<file path="config.mk">
export PLATFORM = sky130hd
export DESIGN_NAME = ide_pio_sequencer
export DESIGN_NICKNAME = d
export VERILOG_FILES = /design/src/rtl/ide_seq_pkg.sv /design/src/rtl/ide_addr_decode.sv /design/src/rtl/ide_drive_track.sv /design/src/rtl/ide_timing_select.sv /design/src/rtl/ide_phase_ctrl.sv /design/src/rtl/ide_pio_sequencer.sv
export SDC_FILE = /design/constraint.sdc
export NUM_CORES = 1
export LEC_CHECK = 0
export ABC_AREA = 1
export BUFFER_PORTS_ARGS = -buffer_cell sky130_fd_sc_hd__buf_2
export CAP_MARGIN = 20
export CORE_AREA = 2 2 107 109
export DETAILED_ROUTE_END_ITERATION = 10
export DIE_AREA = 0 0 109 111
export GPL_TIMING_DRIVEN = 0
export PLACE_DENSITY = 0.81
export SYNTH_ARGS = -nofsm -noshare
export SYNTH_HDL_FRONTEND = slang
export SYNTH_SLANG_ARGS = --single-unit
</file>
<file path="constraint.sdc">
create_clock -name clk -period 2.7 [get_ports clk]
set_input_delay 0.54 -clock clk [delete_from_list [all_inputs] [get_ports clk]]
set_output_delay 0.54 -clock clk [all_outputs]
set_load 0.005 [all_outputs]
</file>
<file path="src/rtl/ide_seq_pkg.sv">
package ide_seq_pkg;

   typedef enum logic [1:0] {
      ST_IDLE   = 2'd0,
      ST_SETUP  = 2'd1,
      ST_ACTIVE = 2'd2,
      ST_RECOV  = 2'd3
   } seq_state_e;

   // request fields latched when a cycle is launched
   typedef struct packed {
      logic       chan;
      logic [2:0] off;
      logic       write;
      logic       dword;
   } cyc_req_t;

   localparam int unsigned NUM_CHAN    = 2;
   localparam int unsigned DRV_PER_CH  = 2;
   localparam logic [2:0]  OFF_DATA    = 3'd0;
   localparam logic [2:0]  OFF_DRVHEAD = 3'd6;

endpackage

</file>
<file path="src/rtl/ide_addr_decode.sv">
module ide_addr_decode #(
   parameter int unsigned ADDR_W   = 16,
   parameter logic [ADDR_W-1:0] PRI_BASE = 16'h01F0,
   parameter logic [ADDR_W-1:0] SEC_BASE = 16'h0170
) (
   input  logic [ADDR_W-1:0] addr,
   output logic              hit,
   output logic              chan,
   output logic [2:0]        off
);
   logic [1:0] ch_hit;

   for (genvar c = 0; c < 2; c++) begin : g_ch
      localparam logic [ADDR_W-1:0] BASE = (c == 0) ? PRI_BASE : SEC_BASE;
      assign ch_hit[c] = (addr[ADDR_W-1:3] == BASE[ADDR_W-1:3]);
   end

   assign hit  = |ch_hit;
   assign chan = ch_hit[1];
   assign off  = addr[2:0];
endmodule

</file>
<file path="src/rtl/ide_drive_track.sv">
module ide_drive_track #(
   parameter int unsigned NCH    = 2,
   parameter int unsigned DATA_W = 32,
   parameter int unsigned DRV_BIT = 4
) (
   input  logic              clk,
   input  logic              rst_n,
   input  logic              upd,
   input  logic              chan,
   input  logic [DATA_W-1:0] wdata,
   output logic [NCH-1:0]    drv
);
   for (genvar c = 0; c < NCH; c++) begin : g_trk
      always_ff @(posedge clk) begin
         if (!rst_n)
            drv[c] <= 1'b0;
         else if (upd && (chan == c[0]))
            drv[c] <= wdata[DRV_BIT];
      end
   end
endmodule

</file>
<file path="src/rtl/ide_timing_select.sv">
module ide_timing_select #(
   parameter int unsigned NIB_W     = 4,
   parameter int unsigned CNT_W     = 5,
   parameter int unsigned SETUP_OFS = 4,
   parameter int unsigned ACT_OFS   = 3,
   parameter int unsigned REC_OFS   = 4
) (
   input  logic               chan,
   input  logic               drv,
   input  logic               is_data,
   input  logic               write,
   input  logic [2*NIB_W-1:0] setup_pri,
   input  logic [2*NIB_W-1:0] setup_sec,
   input  logic [NIB_W-1:0]   cmd_act,
   input  logic [8*NIB_W-1:0] rd_tim,
   input  logic [8*NIB_W-1:0] wr_tim,
   output logic [CNT_W-1:0]   setup_len,
   output logic [CNT_W-1:0]   act_len,
   output logic [CNT_W-1:0]   rec_len
);
   localparam int unsigned BYTE_W = 2 * NIB_W;

   logic [BYTE_W-1:0] setup_pair;
   logic [NIB_W-1:0]  setup_nib;
   logic [1:0]        idx;
   logic [BYTE_W-1:0] dat_byte;
   logic [NIB_W-1:0]  act_nib;

   assign setup_pair = chan ? setup_sec : setup_pri;
   assign setup_nib  = drv ? setup_pair[BYTE_W-1:NIB_W] : setup_pair[NIB_W-1:0];
   assign idx        = {chan, drv};
   assign dat_byte   = write ? wr_tim[idx*BYTE_W +: BYTE_W] : rd_tim[idx*BYTE_W +: BYTE_W];
   assign act_nib    = is_data ? dat_byte[BYTE_W-1:NIB_W] : cmd_act;

   assign setup_len = CNT_W'(setup_nib) + CNT_W'(SETUP_OFS);
   assign act_len   = CNT_W'(act_nib) + CNT_W'(ACT_OFS);
   assign rec_len   = CNT_W'(dat_byte[NIB_W-1:0]) + CNT_W'(REC_OFS);
endmodule

</file>
<file path="src/rtl/ide_phase_ctrl.sv">
module ide_phase_ctrl
   import ide_seq_pkg::*;
#(
   parameter int unsigned CNT_W = 5
) (
   input  logic             clk,
   input  logic             rst_n,
   input  logic             launch,
   input  logic             two_beat,
   input  logic [CNT_W-1:0] setup_len,
   input  logic [CNT_W-1:0] act_len,
   input  logic [CNT_W-1:0] rec_len,
   output logic             busy,
   output logic             strobe_on,
   output logic             beat,
   output logic             cap_lo,
   output logic             done
);
   seq_state_e       st;
   logic [CNT_W-1:0] cnt;
   logic [CNT_W-1:0] act_q;
   logic [CNT_W-1:0] rec_q;
   logic             two_q;
   logic             last;

   always_ff @(posedge clk) begin
      if (!rst_n) begin
         st    <= ST_IDLE;
         cnt   <= '0;
         act_q <= '0;
         rec_q <= '0;
         two_q <= 1'b0;
         beat  <= 1'b0;
      end else begin
         unique case (st)
            ST_IDLE: begin
               if (launch) begin
                  st    <= ST_SETUP;
                  cnt   <= setup_len - CNT_W'(1);
                  act_q <= act_len;
                  rec_q <= rec_len;
                  two_q <= two_beat;
                  beat  <= 1'b0;
               end
            end
            ST_SETUP, ST_RECOV: begin
               if (cnt == '0) begin
                  st  <= ST_ACTIVE;
                  cnt <= act_q - CNT_W'(1);
               end else begin
                  cnt <= cnt - CNT_W'(1);
               end
            end
            ST_ACTIVE: begin
               if (cnt == '0) begin
                  if (two_q && !beat) begin
                     st   <= ST_RECOV;
                     cnt  <= rec_q - CNT_W'(1);
                     beat <= 1'b1;
                  end else begin
                     st <= ST_IDLE;
                  end
               end else begin
                  cnt <= cnt - CNT_W'(1);
               end
            end
            default: st <= ST_IDLE;
         endcase
      end
   end

   assign busy      = (st != ST_IDLE);
   assign strobe_on = (st == ST_ACTIVE);
   assign last      = strobe_on && (cnt == '0);
   assign done      = last && (beat || !two_q);
   assign cap_lo    = last && !done;
endmodule

</file>
<file path="src/rtl/ide_pio_sequencer.sv">
module ide_pio_sequencer
   import ide_seq_pkg::*;
#(
   parameter int unsigned ADDR_W    = 16,
   parameter int unsigned WORD_W    = 16,
   parameter int unsigned NIB_W     = 4,
   parameter int unsigned SETUP_OFS = 4,
   parameter int unsigned ACT_OFS   = 3,
   parameter int unsigned REC_OFS   = 4,
   parameter int unsigned DRV_BIT   = 4,
   parameter logic [ADDR_W-1:0] PRI_BASE = 16'h01F0,
   parameter logic [ADDR_W-1:0] SEC_BASE = 16'h0170
) (
   input  logic                 clk,
   input  logic                 rst_n,
   input  logic                 cyc_start_i,
   input  logic [ADDR_W-1:0]    cyc_addr_i,
   input  logic                 cyc_write_i,
   input  logic                 cyc_dword_i,
   input  logic [2*WORD_W-1:0]  cyc_wdata_i,
   output logic                 cyc_ready_o,
   output logic [2*WORD_W-1:0]  cyc_rdata_o,
   input  logic [2*NIB_W-1:0]   setup_pri_i,
   input  logic [2*NIB_W-1:0]   setup_sec_i,
   input  logic [NIB_W-1:0]     cmd_act_i,
   input  logic [8*NIB_W-1:0]   rd_tim_i,
   input  logic [8*NIB_W-1:0]   wr_tim_i,
   output logic [1:0]           ide_rd_o,
   output logic [1:0]           ide_wr_o,
   output logic [2:0]           ide_addr_o,
   output logic [WORD_W-1:0]    ide_wdata_o,
   input  logic [WORD_W-1:0]    ide_rdata_i
);
   localparam int unsigned BUS_W = 2 * WORD_W;
   localparam int unsigned CNT_W = NIB_W + 1;

   if (NIB_W < 1 || NIB_W > 8) begin : g_bad_nib
      $error("NIB_W must be 1..8");
   end
   if (SETUP_OFS < 1 || ACT_OFS < 1 || REC_OFS < 1) begin : g_bad_ofs
      $error("timing offsets must be at least 1");
   end
   if (SETUP_OFS > (1 << NIB_W) || ACT_OFS > (1 << NIB_W) || REC_OFS > (1 << NIB_W)) begin : g_big_ofs
      $error("timing offsets overflow the counter");
   end
   if (DRV_BIT >= BUS_W) begin : g_bad_drv
      $error("DRV_BIT outside write data");
   end
   if (PRI_BASE[2:0] != 3'd0 || SEC_BASE[2:0] != 3'd0) begin : g_bad_base
      $error("channel bases must be 8-aligned");
   end

   logic             hit;
   logic             dec_chan;
   logic [2:0]       dec_off;
   logic             seq_busy;
   logic             launch;
   logic             is_data;
   logic [1:0]       drv_q;
   logic [CNT_W-1:0] setup_len, act_len, rec_len;
   logic             strobe_on, beat, cap_lo, done;
   cyc_req_t         req_q;
   logic [BUS_W-1:0] wdata_q;
   logic [WORD_W-1:0] lo_q;

   ide_addr_decode #(
      .ADDR_W(ADDR_W), .PRI_BASE(PRI_BASE), .SEC_BASE(SEC_BASE)
   ) u_dec (
      .addr(cyc_addr_i), .hit(hit), .chan(dec_chan), .off(dec_off)
   );

   assign launch  = cyc_start_i && hit && !seq_busy;
   assign is_data = (dec_off == OFF_DATA);

   ide_drive_track #(
      .NCH(NUM_CHAN), .DATA_W(BUS_W), .DRV_BIT(DRV_BIT)
   ) u_trk (
      .clk(clk), .rst_n(rst_n),
      .upd(launch && cyc_write_i && (dec_off == OFF_DRVHEAD)),
      .chan(dec_chan), .wdata(cyc_wdata_i), .drv(drv_q)
   );

   ide_timing_select #(
      .NIB_W(NIB_W), .CNT_W(CNT_W),
      .SETUP_OFS(SETUP_OFS), .ACT_OFS(ACT_OFS), .REC_OFS(REC_OFS)
   ) u_tsel (
      .chan(dec_chan), .drv(drv_q[dec_chan]), .is_data(is_data),
      .write(cyc_write_i),
      .setup_pri(setup_pri_i), .setup_sec(setup_sec_i), .cmd_act(cmd_act_i),
      .rd_tim(rd_tim_i), .wr_tim(wr_tim_i),
      .setup_len(setup_len), .act_len(act_len), .rec_len(rec_len)
   );

   ide_phase_ctrl #(.CNT_W(CNT_W)) u_ctrl (
      .clk(clk), .rst_n(rst_n), .launch(launch),
      .two_beat(is_data && cyc_dword_i),
      .setup_len(setup_len), .act_len(act_len), .rec_len(rec_len),
      .busy(seq_busy), .strobe_on(strobe_on), .beat(beat),
      .cap_lo(cap_lo), .done(done)
   );

   always_ff @(posedge clk) begin
      if (!rst_n) begin
         req_q   <= '0;
         wdata_q <= '0;
         lo_q    <= '0;
      end else begin
         if (launch) begin
            req_q.chan  <= dec_chan;
            req_q.off   <= dec_off;
            req_q.write <= cyc_write_i;
            req_q.dword <= is_data && cyc_dword_i;
            wdata_q     <= cyc_wdata_i;
         end
         if (cap_lo)
            lo_q <= ide_rdata_i;
      end
   end

   always_comb begin
      ide_rd_o = '0;
      ide_wr_o = '0;
      if (strobe_on) begin
         if (req_q.write) ide_wr_o[req_q.chan] = 1'b1;
         else             ide_rd_o[req_q.chan] = 1'b1;
      end
   end

   assign ide_addr_o  = req_q.off;
   assign ide_wdata_o = beat ? wdata_q[BUS_W-1:WORD_W] : wdata_q[WORD_W-1:0];
   assign cyc_ready_o = done;

   always_comb begin
      cyc_rdata_o = '0;
      if (done && !req_q.write)
         cyc_rdata_o = req_q.dword ? {ide_rdata_i, lo_q} : {{WORD_W{1'b0}}, ide_rdata_i};
   end
endmodule

</file>
==> results of run 1 <==
[worst register-to-register path, cell delays in order (launching register included)]
cell and delay, ns:
dfxtp_1 0.48, inv_1 0.15, nand3_2 0.18, nand2_2 0.16
buf_4 0.21, o22ai_1 0.13, nand2_1 0.08, a32o_1 0.29
ha_1 0.27, o21ai_0 0.17, a21oi_1 0.06
[routing by layer]
layer / global-route usage / routed length (um) / vias to the layer above
li1: - / - / 2825
met3: 0.0370 / 716 / 24
met4: 0.0752 / 303 / 0
met1: 0.314 / 6320 / 2502
met2: 0.412 / 7300 / 171
met5: 0 / 0 / -
[through the flow]
step / area [um2] / util / TNS (ns) / power, mW
5_1_grt: 6320 / 0.570 / -0.0122 / 3.38
3_3_place_gp: 5940 / 0.536 / 0 / 1.89
2_1_floorplan: 4720 / - / 0 / 1.65
6_report: 6320 / 0.570 / 0 / 3.22
3_5_place_dp: 5940 / 0.537 / -0.0251 / 1.90
4_1_cts: 6250 / 0.565 / 0 / 3.11
[final timing paths]
| path | end | cells past startpoint | from |
|---|---|---|---|
| max | cyc_rdata_o[30] | 10 | u_ctrl.cnt[0]$_SDFFE_PN0P_ |
| min | wdata_q[18]$_SDFFE_PN0P_ | 3 | cyc_wdata_i[18] |
| max reg2reg | u_ctrl.rec_q[3]$_SDFFE_PN0P_ | 10 | u_trk.drv[1]$_SDFFE_PN0P_ |
| min reg2reg | wdata_q[1]$_SDFFE_PN0P_ | 2 | wdata_q[1]$_SDFFE_PN0P_ |
[flip-flops by register name (all words and copies together) (netlist names)]
| signal | cells |
|---|---|
| ide_addr_o | 3 |
| lo_q | 16 |
| req_q | 3 |
| u_ctrl.act_q | 5 |
| u_ctrl.beat | 1 |
| u_ctrl.cnt | 5 |
| u_ctrl.rec_q | 5 |
| u_ctrl.st | 2 |
| u_trk.drv | 2 |
| wdata_q | 32 |
[area by class of cell]
type / count / area share
tap: 143 / 0.0283
timing repair buffer: 214 / 0.172
clock buffer: 9 / 0.0357
inverter: 75 / 0.0450
buffer: 48 / 0.0452
multi-input combinational: 524 / 0.427
sequential: 74 / 0.235
clock inverter: 7 / 0.0123
[Yosys cell counts, types with 2 or more instances]
cell	count	area, um2
nor3_4	2	32.5
nor2_4	4	45.0
a31oi_1	2	12.5
buf_2	11	55.1
a211oi_1	4	30.0
a211oi_2	13	163
nand2_1	116	435
ha_1	6	75.1
o22ai_1	5	31.3
nand3_2	4	40.0
a21oi_2	3	26.3
nand3_1	40	200
buf_6	6	67.6
nor2_1	119	447
o211ai_1	4	30.0
nand4_1	2	12.5
a22oi_1	2	15.0
or2_2	6	37.5
a21oi_1	64	320
buf_4	7	52.6
o21ai_0	75	375
clkbuf_1	23	86.3
nand2_4	2	22.5
inv_1	65	244
xor2_1	2	17.5
nor2_2	3	18.8
dfxtp_1	74	1480
nand2_2	7	43.8
inv_2	8	30.0
nor3_1	25	125
mux2i_1	7	70.1
[cell families (layout without fill, tap and decap cells)]
family / count (synthesis) / in the layout
XOR/XNOR: 2 / 2
AO/OA/AOI/OAI: 177 / 177
buffers and inverters: 123 / 353
flip-flops: 74 / 74
AND/OR/NAND/NOR: 332 / 332
adder cells (fa/ha/maj): 6 / 6
multiplexers: 7 / 7
[where the power goes]
group | switching (mW) | internal [mW] | leakage (nW)
Clock | 0.479 | 0.723 | 0.140
Sequential | 0.0240 | 1.12 | 0.596
Combinational | 0.485 | 0.386 | 2.34
Total | 0.988 | 2.23 | 3.08
[what timing repair did]
item	CTS	global route
pin swaps	0	3
resized for setup	5	7
setup buffers	0	6
endpoints found under the setup margin	29	30
==> impl_results.md, run 1 <==
- Hold_ws: 0.432 ns
- Netlist cell types: 41
- Peak VDD IR: 0.000351 V
- WP data required: 2.16 ns
- EDFF count, synth: 0
- Finished Layout Cells: 1094
- Post-synthesis register bit count: 74
- Syn Nets: 880
- Via count: 5522
- Setup ws final: 0.0927 ns
- Vias per cell: 5.05
- Fmax: 384 MHz
- Place WS: -0.0251 ns
- Global-route wire length before repair: 23900 um
- FP Rows: 39
- Multiplexer share of the synthesized area: 0.0148
- LEAKAGE: 3.08 nW
- Placer congestion estimate: 0.908
- Iteration-0 DRC Markers: 325
- Syn Inst Count: 721
- Final setup fails: 0
- CTS tree: done
- Highest cell delay on the worst timing path: 0.32 ns
- Syn Area/Cell: 6.55 um2
- Sequential share of the synthesized area: 0.314
- Max Cap Viol: 0
- Core ar.: 11100 um2
- Worst hold path type: input pin to flip-flop
- Top FF cell, synth: dfxtp_1
- Die width: 109 um
- Highest-count cells in the layout ignoring fill and taps: buf_2, nor2_1, nand2_1
- Worst-path cell chain: inv_1 -> ha_1 -> nand2_1 -> nor2_4 -> inv_2 -> nor3_4 -> nand2_2 -> buf_4 -> nor3_1 -> buf_2
- Startpoint Class: flip-flop
- Port Buffers: 207
- PD cells: 510 nW/um2
- Root buffer cell: clkbuf_16
- Initial antenna violation count: 0
- Clock Latency Late Sink: 0.33 ns
- Vias in the first global route: 5192
- Routed Antenna Nets: 0
- Reg clk slew, reported paths: 0.06 ns
- Adder-Cell Fraction of Synth Area: 0.0159
- All-Layer GR Usage: 0.243
- Largest family of logic cells by synthesized area: simple AND/OR/NAND/NOR gates
- Compound-Gate Fraction of Synth Area: 0.221
- R2r setup slk: 0.41 ns
- GRT overflow: 0
- Status: finished clean
- Residual DRC: 0
- Synth async-reset ratio: 0
- Area of the multi-input gates: 2700 um2
- Fillers: 1054
- Largest net degree at the start of global routing: 15
- Drt pass-1 iters: 7
- Yosys warnings: 0
- Starting Density: 0.426
- Worst Path Arrival: 2.07 ns
- Xor/xnor share of the synthesized area: 0.00371
- Slew @ Worst Pin: 0.695 ns
- Post-Synth Simple-Gate Area: 0.312
- Kind of critical path: flip-flop to primary output
- Layout Nets: 1105
- Post-layout min period: 2.61 ns
- Most common cell after layout, fill and taps aside: buf_2
- Ant. Diodes: 0
- Slew headroom: 0.537
- Endpoints failing hold: 0
- Max-slew violations: 0
- Post-Syn Area: 4720 um2
- Final worst-path cycle share: 0.966
- IO Pins: 209
- Crit Path Max Fanout: 10
- Fin Clk Skew: 0.00829 ns
- CP bufs+invs: 4
- Worst setup EP type: primary output
- Detailed placement HPWL: 11500 um
- Seq. cell area: 1480 um2
- Hold_buf cts: 0
- CTS buffer count: 9
- Die height: 111 um
- Critical path's top delay family: simple AND/OR/NAND/NOR gates
- Clock Tree Buf Depth: 2
- Placed Cells: 1072
- Die ar.: 12100 um2
- Critical-path cell with the highest stage delay: dfxtp_1
- RSZ-0062 raised after global routing: true
- Layout cells sized above 1: 0.331
- TritonCTS Sinks: 74
- Routed WL: 14600 um
- Layout area overhead: 33.7%
- H-tree depth: 3
- Routed wirelength normalized by instance count: 13.4 um
(Power assumes the default switching activity.)
==> run 2, diff against run 1 <==
Settings changed: CORE_AREA 2 2 107 109 to 2 2 103 105, DIE_AREA 0 0 109 111 to 0 0 105 107, PLACE_DENSITY 0.81 to 0.86.
==> run 2 against run 1 <==
Compared with the run above: critical path depth stayed put; clock power decreased by 28%; clock skew up 0.0011 ns; cell area down 2.4%; sequential power hardly changed; cell count decreased by 1.0%; critical path type unchanged; highest routed layer unchanged.
==> impl_results.md, run 2 (synthesis results as in run 1) <==
- Status: finished clean
- H-tree depth: 3
- Endpoints failing hold: 0
- Largest net degree at the start of global routing: 14
- Fmax: 387 MHz
- Crit Path Max Fanout: 10
- Most common cell after layout, fill and taps aside: buf_2
- Iteration-0 DRC Markers: 358
- Hold Path End: wdata_q[25]$_SDFFE_PN0P_
- Core ar.: 10100 um2
- Highest-count cells in the layout ignoring fill and taps: buf_2, nor2_1, nand2_1
- Slew @ Worst Pin: 0.673 ns
- CTS buffer count: 9
- Routed WL: 14700 um
- Clock Tree Buf Depth: 2
- Worst reg2reg endpoint: u_ctrl.rec_q[3]$_SDFFE_PN0P_
- CTS tree: done
- R2R depth: 10
- All-Layer GR Usage: 0.262
- Setup tns final: 0 ns
- Largest registers: wdata_q (32), lo_q (16)
- Starting Density: 0.468
- Layout cells sized above 1: 0.325
- Initial antenna violation count: 0
- R2r setup slk: 0.45 ns
- Kind of critical path: flip-flop to primary output
- Worst Path Arrival: 2.05 ns
- Clock Latency Late Sink: 0.36 ns
- Setup ws final: 0.114 ns
- Ant. Diodes: 0
- Drt pass-1 iters: 7
- TritonCTS Sinks: 74
- Global-route wire length before repair: 24100 um
- Final setup fails: 0
- Residual DRC: 0
- Place WS: 0.0290 ns
- Max Cap Viol: 0
- Reg clk slew, reported paths: 0.08 ns
- Routed Antenna Nets: 0
- Layout area overhead: 30.5%
- PD cells: 454 nW/um2
- Hold_ws: 0.401 ns
- Root buffer cell: clkbuf_8
- Port Buffers: 207
- WP data required: 2.16 ns
- Fin Clk Skew: 0.00940 ns
- Startpoint Class: flip-flop
- GRT overflow: 0
- IO Pins: 209
- Die ar.: 11200 um2
- WHS Path Cells: 3
- Slew headroom: 0.551
- Peak VDD IR: 0.000363 V
- Fillers: 999
- Vias per cell: 5.13
- FF-to-FF Start: u_trk.drv[1]$_SDFFE_PN0P_
- Post-layout min period: 2.59 ns
- Vias in the first global route: 5182
- Worst hold path type: input pin to flip-flop
- Layout Nets: 1101
- Max FFs per register: 32
- Die width: 105 um
- Largest Register: wdata_q
- Placer congestion estimate: 0.884
- Worst setup EP type: primary output
- Routed wirelength normalized by instance count: 13.5 um
- Worst Min Path Start: cyc_wdata_i[25]
- Final worst-path cycle share: 0.958
- Max-slew violations: 0
- Detailed placement HPWL: 11300 um
- Die height: 107 um
- LEAKAGE: 3.02 nW
- FP Rows: 37
- Via count: 5558
- Final core occ: 0.611
-- run 2: worst max path at each step --
stage	start	end	slack, ns	cells past startpoint
global route	u_ctrl.cnt[0]$_SDFFE_PN0P_	cyc_rdata_o[26]	-0.03	10
finish	u_ctrl.cnt[0]$_SDFFE_PN0P_	cyc_rdata_o[30]	0.11	10
detailed placement	cyc_addr_i[10]	u_ctrl.rec_q[3]$_SDFFE_PN0P_	0.03	14
global placement	cyc_addr_i[10]	u_ctrl.rec_q[3]$_SDFFE_PN0P_	0.04	14
CTS	u_ctrl.cnt[0]$_SDFFE_PN0P_	cyc_rdata_o[26]	0.04	10
floorplan	cyc_addr_i[10]	u_ctrl.rec_q[3]$_SDFFE_PN0P_	0.41	13
-- run 2: per-layer routing --
layer | global-route usage | vias up | share of wire
met5 | 0 | - | 0
met4 | 0.0943 | 0 | 0.023
met3 | 0.0511 | 34 | 0.054
met2 | 0.450 | 193 | 0.49
met1 | 0.327 | 2511 | 0.43
li1 | - | 2820 | -
-- run 2: worst max-delay path, stage by stage (launching register included) --
cell,delay (ns)
dfxtp_1,0.33
inv_1,0.07
ha_1,0.19
nand2_1,0.11
nor2_4,0.14
inv_2,0.06
nor3_4,0.17
nand2_2,0.12
clkbuf_4,0.21
nor3_1,0.16
buf_2,0.15
-- run 2: layout make-up --
class,count,area [um2],share of cell area
inverter,75,284,0.0461
clock buffer,10,128,0.0207
clock inverter,6,65.1,0.0106
sequential,74,1480,0.240
multi-input combinational,524,2690,0.437
timing repair buffer,210,1060,0.172
buffer,48,285,0.0463
tap,136,170,0.0276
-- run 2: what timing repair did --
action	CTS	global route
hold buffers	0	0
endpoints found under the setup margin	30	30
setup buffers	2	0
pin swaps	2	1
resized for setup	4	5
-- run 2: power breakdown --
group / internal [mW] / total, mW / switching [mW] / leakage (nW)
sequential: 1.12 / 1.15 / 0.0247 / 0.596
combinational: 0.315 / 0.794 / 0.479 / 2.32
clock: 0.428 / 0.862 / 0.434 / 0.0966
-- run 2: stage by stage --
| stage | power [mW] | instances | instance area (um2) |
|---|---|---|---|
| final | 2.80 | 1083 | 6170 |
| after global routing | 2.94 | 1083 | 6170 |
| after CTS | 2.80 | 1082 | 6140 |
| after detailed placement | 1.91 | 1064 | 5930 |
| after global placement | 1.89 | 1064 | 5930 |
| after floorplan | 1.65 | 721 | 4720 |
